===== src/rtl/audio_rx_pkg.sv =====
package audio_rx_pkg;
  typedef enum logic {
    CH_RIGHT = 1'b0,
    CH_LEFT  = 1'b1
  } chan_e;

  localparam int unsigned DEF_SAMPLE_W = 16;
  localparam int unsigned DEF_ZERO_RUN = 8192;
  localparam int unsigned DEF_INIT_CYC = 1024;
endpackage


===== src/rtl/rx_sync_bus.sv =====
module rx_sync_bus #(
  parameter int unsigned W      = 3,
  parameter int unsigned STAGES = 2
) (
  input  logic         clk_i,
  input  logic         rst_ni,
  input  logic [W-1:0] d_i,
  output logic [W-1:0] q_o
);
  logic [STAGES-1:0][W-1:0] stg_q;

  always_ff @(posedge clk_i or negedge rst_ni) begin
    if (!rst_ni) stg_q <= '0;
    else         stg_q <= {stg_q[STAGES-2:0], d_i};
  end

  assign q_o = stg_q[STAGES-1];
endmodule


===== src/rtl/rx_frame_capture.sv =====
module rx_frame_capture
  import audio_rx_pkg::*;
#(
  parameter int unsigned W = DEF_SAMPLE_W
) (
  input  logic         clk_i,
  input  logic         rst_ni,
  input  logic         bit_stb_i,
  input  logic         wck_i,
  input  logic         dat_i,
  input  logic         en_i,
  output logic [W-1:0] left_o,
  output logic [W-1:0] right_o,
  output logic         frame_o
);
  logic [W-1:0] sreg_q, lhold_q, left_q, right_q;
  chan_e        last_q, cur;
  logic         lseen_q, frame_q, slot_end;

  assign cur      = chan_e'(wck_i);
  assign slot_end = bit_stb_i && (cur != last_q);

  always_ff @(posedge clk_i or negedge rst_ni) begin
    if (!rst_ni) begin
      sreg_q  <= '0;
      lhold_q <= '0;
      left_q  <= '0;
      right_q <= '0;
      last_q  <= CH_RIGHT;
      lseen_q <= 1'b0;
      frame_q <= 1'b0;
    end else begin
      frame_q <= 1'b0;
      if (bit_stb_i) begin
        sreg_q <= {sreg_q[W-2:0], dat_i};
        last_q <= cur;
      end
      // the word in sreg_q belongs to the slot that just ended
      if (slot_end) begin
        if (last_q == CH_LEFT) begin
          lhold_q <= sreg_q;
          lseen_q <= 1'b1;
        end else begin
          lseen_q <= 1'b0;
          if (lseen_q && en_i) begin
            left_q  <= lhold_q;
            right_q <= sreg_q;
            frame_q <= 1'b1;
          end
        end
      end
    end
  end

  assign left_o  = left_q;
  assign right_o = right_q;
  assign frame_o = frame_q;

  assert_strobe_single_R1: assert property (@(posedge clk_i) disable iff (!rst_ni)
    frame_q |=> !frame_q);
  assert_strobe_gated_R8: assert property (@(posedge clk_i) disable iff (!rst_ni)
    frame_q |-> $past(en_i));
  assert_pair_hold_R10: assert property (@(posedge clk_i) disable iff (!rst_ni)
    (!$stable(left_q) || !$stable(right_q)) |-> frame_q);
endmodule


===== src/rtl/rx_zero_watch.sv =====
module rx_zero_watch
  import audio_rx_pkg::*;
#(
  parameter int unsigned RUN = DEF_ZERO_RUN
) (
  input  logic clk_i,
  input  logic rst_ni,
  input  logic bit_stb_i,
  input  logic dat_i,
  output logic zero_o
);
  localparam int unsigned CW = $clog2(RUN + 1);

  logic [CW-1:0] cnt_q;
  logic          flag_q;

  always_ff @(posedge clk_i or negedge rst_ni) begin
    if (!rst_ni) begin
      cnt_q  <= '0;
      flag_q <= 1'b0;
    end else if (bit_stb_i) begin
      if (dat_i) begin
        cnt_q  <= '0;
        flag_q <= 1'b0;
      end else if (cnt_q != CW'(RUN)) begin
        cnt_q  <= cnt_q + 1'b1;
        flag_q <= (cnt_q == CW'(RUN - 1));
      end
    end
  end

  assign zero_o = flag_q;

  assert_run_bound_R5: assert property (@(posedge clk_i) disable iff (!rst_ni)
    cnt_q <= CW'(RUN));
  assert_flag_full_run_R5: assert property (@(posedge clk_i) disable iff (!rst_ni)
    flag_q |-> (cnt_q == CW'(RUN)));
  assert_flag_clear_R6: assert property (@(posedge clk_i) disable iff (!rst_ni)
    (bit_stb_i && dat_i) |=> !flag_q);
endmodule


===== src/rtl/rx_init_timer.sv =====
module rx_init_timer
  import audio_rx_pkg::*;
#(
  parameter int unsigned CYCLES = DEF_INIT_CYC
) (
  input  logic clk_i,
  input  logic rst_ni,
  output logic ready_o
);
  localparam int unsigned CW = $clog2(CYCLES + 1);

  logic [CW-1:0] cnt_q;
  logic          ready_q;

  always_ff @(posedge clk_i or negedge rst_ni) begin
    if (!rst_ni) begin
      cnt_q   <= '0;
      ready_q <= 1'b0;
    end else if (!ready_q) begin
      cnt_q <= cnt_q + 1'b1;
      if (cnt_q == CW'(CYCLES - 1)) ready_q <= 1'b1;
    end
  end

  assign ready_o = ready_q;

  assert_ready_sticky_R8: assert property (@(posedge clk_i) disable iff (!rst_ni)
    ready_q |=> ready_q);
  assert_count_bound_R8: assert property (@(posedge clk_i) disable iff (!rst_ni)
    cnt_q <= CW'(CYCLES));
endmodule


===== src/rtl/audio_serial_rx.sv =====
module audio_serial_rx
  import audio_rx_pkg::*;
#(
  parameter int unsigned SAMPLE_W    = DEF_SAMPLE_W,
  parameter int unsigned ZERO_RUN    = DEF_ZERO_RUN,
  parameter int unsigned INIT_CYCLES = DEF_INIT_CYC,
  parameter int unsigned SYNC_STAGES = 2
) (
  input  logic                clk_i,
  input  logic                rst_ni,
  input  logic                bck_i,
  input  logic                wck_i,
  input  logic                dat_i,
  output logic [SAMPLE_W-1:0] left_o,
  output logic [SAMPLE_W-1:0] right_o,
  output logic                valid_o,
  output logic                ready_o,
  output logic                zero_o
);
  localparam int unsigned NSIG = 3;

  logic [NSIG-1:0]     sync_q;
  logic                bck_s, wck_s, dat_s, bck_d, bit_stb;
  logic [SAMPLE_W-1:0] left_w, right_w;
  logic                ready_w, zero_w;

  rx_sync_bus #(.W(NSIG), .STAGES(SYNC_STAGES)) u_sync (
    .clk_i (clk_i),
    .rst_ni(rst_ni),
    .d_i   ({dat_i, wck_i, bck_i}),
    .q_o   (sync_q)
  );

  assign {dat_s, wck_s, bck_s} = sync_q;

  always_ff @(posedge clk_i or negedge rst_ni) begin
    if (!rst_ni) bck_d <= 1'b0;
    else         bck_d <= bck_s;
  end

  assign bit_stb = bck_s & ~bck_d;

  rx_init_timer #(.CYCLES(INIT_CYCLES)) u_init (
    .clk_i  (clk_i),
    .rst_ni (rst_ni),
    .ready_o(ready_w)
  );

  rx_frame_capture #(.W(SAMPLE_W)) u_cap (
    .clk_i    (clk_i),
    .rst_ni   (rst_ni),
    .bit_stb_i(bit_stb),
    .wck_i    (wck_s),
    .dat_i    (dat_s),
    .en_i     (ready_w),
    .left_o   (left_w),
    .right_o  (right_w),
    .frame_o  (valid_o)
  );

  rx_zero_watch #(.RUN(ZERO_RUN)) u_zero (
    .clk_i    (clk_i),
    .rst_ni   (rst_ni),
    .bit_stb_i(bit_stb),
    .dat_i    (dat_s),
    .zero_o   (zero_w)
  );

  // mid-scale in two's complement is all zeros
  assign left_o  = zero_w ? '0 : left_w;
  assign right_o = zero_w ? '0 : right_w;
  assign ready_o = ready_w;
  assign zero_o  = zero_w;

  assert_valid_ready_R8: assert property (@(posedge clk_i) disable iff (!rst_ni)
    valid_o |-> ready_o);
endmodule


===== config.mk =====
export PLATFORM = sky130hd
export DESIGN_NAME = audio_serial_rx
export DESIGN_NICKNAME = d
export VERILOG_FILES = /design/src/rtl/audio_rx_pkg.sv /design/src/rtl/rx_sync_bus.sv /design/src/rtl/rx_frame_capture.sv /design/src/rtl/rx_zero_watch.sv /design/src/rtl/rx_init_timer.sv /design/src/rtl/audio_serial_rx.sv
export SDC_FILE = /design/constraint.sdc
export NUM_CORES = 1
export LEC_CHECK = 0
export ABC_AREA = 1
export BUFFER_PORTS_ARGS = -buffer_cell sky130_fd_sc_hd__clkbuf_2
export CAP_MARGIN = 0
export CORE_MARGIN = 2
export CORE_UTILIZATION = 30
export DETAILED_ROUTE_END_ITERATION = 16
export SETUP_SLACK_MARGIN = 0.3
export SLEW_MARGIN = 20
export SYNTH_ARGS = -nofsm -noshare
export SYNTH_HDL_FRONTEND = slang
export SYNTH_HIERARCHICAL = 1
export SYNTH_SLANG_ARGS = --single-unit

===== constraint.sdc =====
create_clock -name clk_i -period 1.8 [get_ports clk_i]
set_input_delay 0.36 -clock clk_i [delete_from_list [all_inputs] [get_ports clk_i]]
set_output_delay 0.36 -clock clk_i [all_outputs]
set_load 0.005 [all_outputs]

==> flow_summary.json <==
{
  "grt_util_met3": 0.0200,
  "p_leak_nw": 2.86,
  "htree_levels": 3,
  "clock.fmax_mhz": 653,
  "setup_viol": 0,
  "gr-usage-met1": 0.150,
  "clock_sinks": 101,
  "core_um2": 15100,
  "grt_overflow": 0,
  "dp.final_hpwl_mm": 6.15,
  "drc": 0,
  "max-vdd-ir-drop_uv": 547,
  "grt_pass1_vias": 3313,
  "synth_edf_count": 0,
  "cp_max_fo": 33,
  "clockBufferDepth": 2,
  "cap_violations": 0,
  "status": "finished, final reports clean",
  "final_cells": 806,
  "ys_warn_count": 6,
  "grt_use_total": 0.116,
  "grt_pass1_wl_mm": 15.6,
  "final_cell_mix": "nand2_1, dfrtp_1, inv_1",
  "die_h_um": 128,
  "synth-seq-cells": 101,
  "async_flop_share": 1.00,
  "num_rows": 45,
  "synthCells": 561,
  "hp-class": "primary input to flip-flop",
  "ys_types": 25,
  "grt_use_met2": 0.202,
  "syn_to_final_growth_pct": 21.1,
  "grt_busiest_layer": "met2",
  "cp.required_ps": 1440,
  "min-delay-start": "bck_i",
  "rsz0062_at_grt": "yes",
  "gp_congestion": 0.817,
  "cp.arrival_ps": 1170,
  "layout-drive-gt1-share": 0.186,
  "nNetsFinal": 621,
  "max_slew.worst_pin.slew_ps": 432,
  "cts_root_buffer": "clkbuf_16",
  "io_pins": 40,
  "end_kind": "primary output",
  "initial_utilization": 0.306,
  "cts_tree": "built",
  "tns_ps": 0,
  "wl_mm": 9.59,
  "vias_per_cell": 4.31,
  "die_w_um": 128,
  "powerDensity_nw_per_um2": 868,
  "routedWlPerCell_um": 11.9,
  "cts_inserted_buffers": 9,
  "worstSetupStartpoint": "u_zero/zero_o$_DFFE_PN0P_",
  "syn_avg_cell_area_um2": 8.27,
  "final.min_clock_period_ps": 1530,
  "grt_max_degree": 46,
  "clk_transition_reported_paths_ps": 70,
  "vias": 3470,
  "slew_headroom": 0.711,
  "worst_setup_path_start_kind": "flip-flop",
  "die_area_um2": 16500,
  "numPortBuffers": 39,
  "syn-cell-area_um2": 4640,
  "worstSetupPathType": "flip-flop to primary output",
  "synthFlopType": "dfrtp_1",
  "fin_crit_sh": 0.851,
  "ys_seq_area_frac": 0.544,
  "drtIter0Drc": 292,
  "hold_viol": 0,
  "power_mw": 4.88,
  "antenna_found_initial": 0,
  "reg2reg_from": "u_zero/cnt_q[1]$_DFFE_PN0P_",
  "firstDrtPassIters": 4,
  "worstSkewPairLatency_ps": 330,
  "antennaDiodeCount": 0,
  "placed_cells": 777,
  "slew_violations": 0,
  "skew_ps": 8.95,
  "ant_nets": 0,
  "synth_fp_nets": 569,
  "final_common_cell": "nand2_1"
}
-- registers in the layout, summed over array words and instances (netlist names), 3 cells and up --
register,cells
u_cap/left_o,16
u_cap/lhold_q,16
u_cap/right_o,16
u_cap/sreg_q,16
u_init/cnt_q,11
u_sync/q_o,3
u_sync/stg_q,3
u_zero/cnt_q,14
-- Yosys cell counts (5+ instances only) --
master   count  area share
nand4_1      6      0.0081
dfrtp_1    101        0.54
nand2_1    176        0.14
buf_4        8       0.013
xnor2_1      5      0.0094
o21ai_0     23       0.025
inv_1       75       0.061
xor2_1       9       0.017
buf_6        7       0.017
o21ai_1     16       0.017
nand3_1     48       0.052
buf_2        7      0.0075
nor2_1      57       0.046
-- final timing paths --
| path | end | slack, ps | cells past startpoint |
|---|---|---|---|
| min | u_sync/stg_q[0]$_DFF_PN0_ | 130 | 1 |
| max reg2reg | u_zero/cnt_q[9]$_DFFE_PN0P_ | 350 | 10 |
| min reg2reg | u_sync/q_o[2]$_DFF_PN0_ | 350 | 0 |
| max in group asynchronous | u_cap/left_o[5]$_DFFE_PN0P_ | 900 | 3 |
| min in group asynchronous | u_cap/right_o[9]$_DFFE_PN0P_ | 400 | 2 |
| max | right_o[1] | 270 | 3 |
-- where the power goes --
group          switching, mW  internal [mW]
registers              0.124           2.42
clock network          0.870           1.10
logic                  0.219          0.141
-- per-stage QoR --
stage	hold slack [ps]	util	worst slack (ps)	area, um^2
3_5_place_dp	207	0.334	240	5060
2_1_floorplan	64.4	-	311	4640
4_1_cts	123	0.357	229	5410
3_3_place_gp	208	0.334	294	5060
5_1_grt	121	0.371	188	5620
6_report	134	0.371	268	5620
-- repair_timing --
action,in CTS,in global routing
endpoints found under the hold margin,7,0
endpoints found under the setup margin,66,80
pin swaps,0,6
cloned,0,4
hold buffers,1,0
resized for setup,7,28
setup buffers,0,8
-- metal layers --
layer / part of all wire / wire, um
met1: 0.48 / 4620
met3: 0.021 / 199
met5: 0 / 0
met4: 0.0042 / 40
met2: 0.49 / 4730
-- final cells by class --
type                    count  area, um^2
fillers                  1528        9530
flip-flops and latches    101        2530
multi-input cells         361        1760
repair buffers             62         487
inverters                  78         300
well taps                 188         235
clock buffers               9         225
clock inverters             7        81.3
-- cell families (layout without fill, tap and decap cells) --
| family | count (synthesis) | count (layout) | synth area share |
|---|---|---|---|
| xor gates and xnor gates | 14 | 14 | 0.0264 |
| and+or+nand+nor | 302 | 304 | 0.277 |
| DFF | 101 | 101 | 0.544 |
| adders and majority gates | 3 | 3 | 0.00809 |
| buffers and inverters | 101 | 156 | 0.101 |
| AOI/OAI and AO/OA | 40 | 40 | 0.0431 |
-- worst max-delay path, stage by stage (launching register included) --
cell      delay [ps]
dfrtp_1          410
buf_12           170
nor2_1           120
clkbuf_2         120
(Power assumes the default switching activity.)
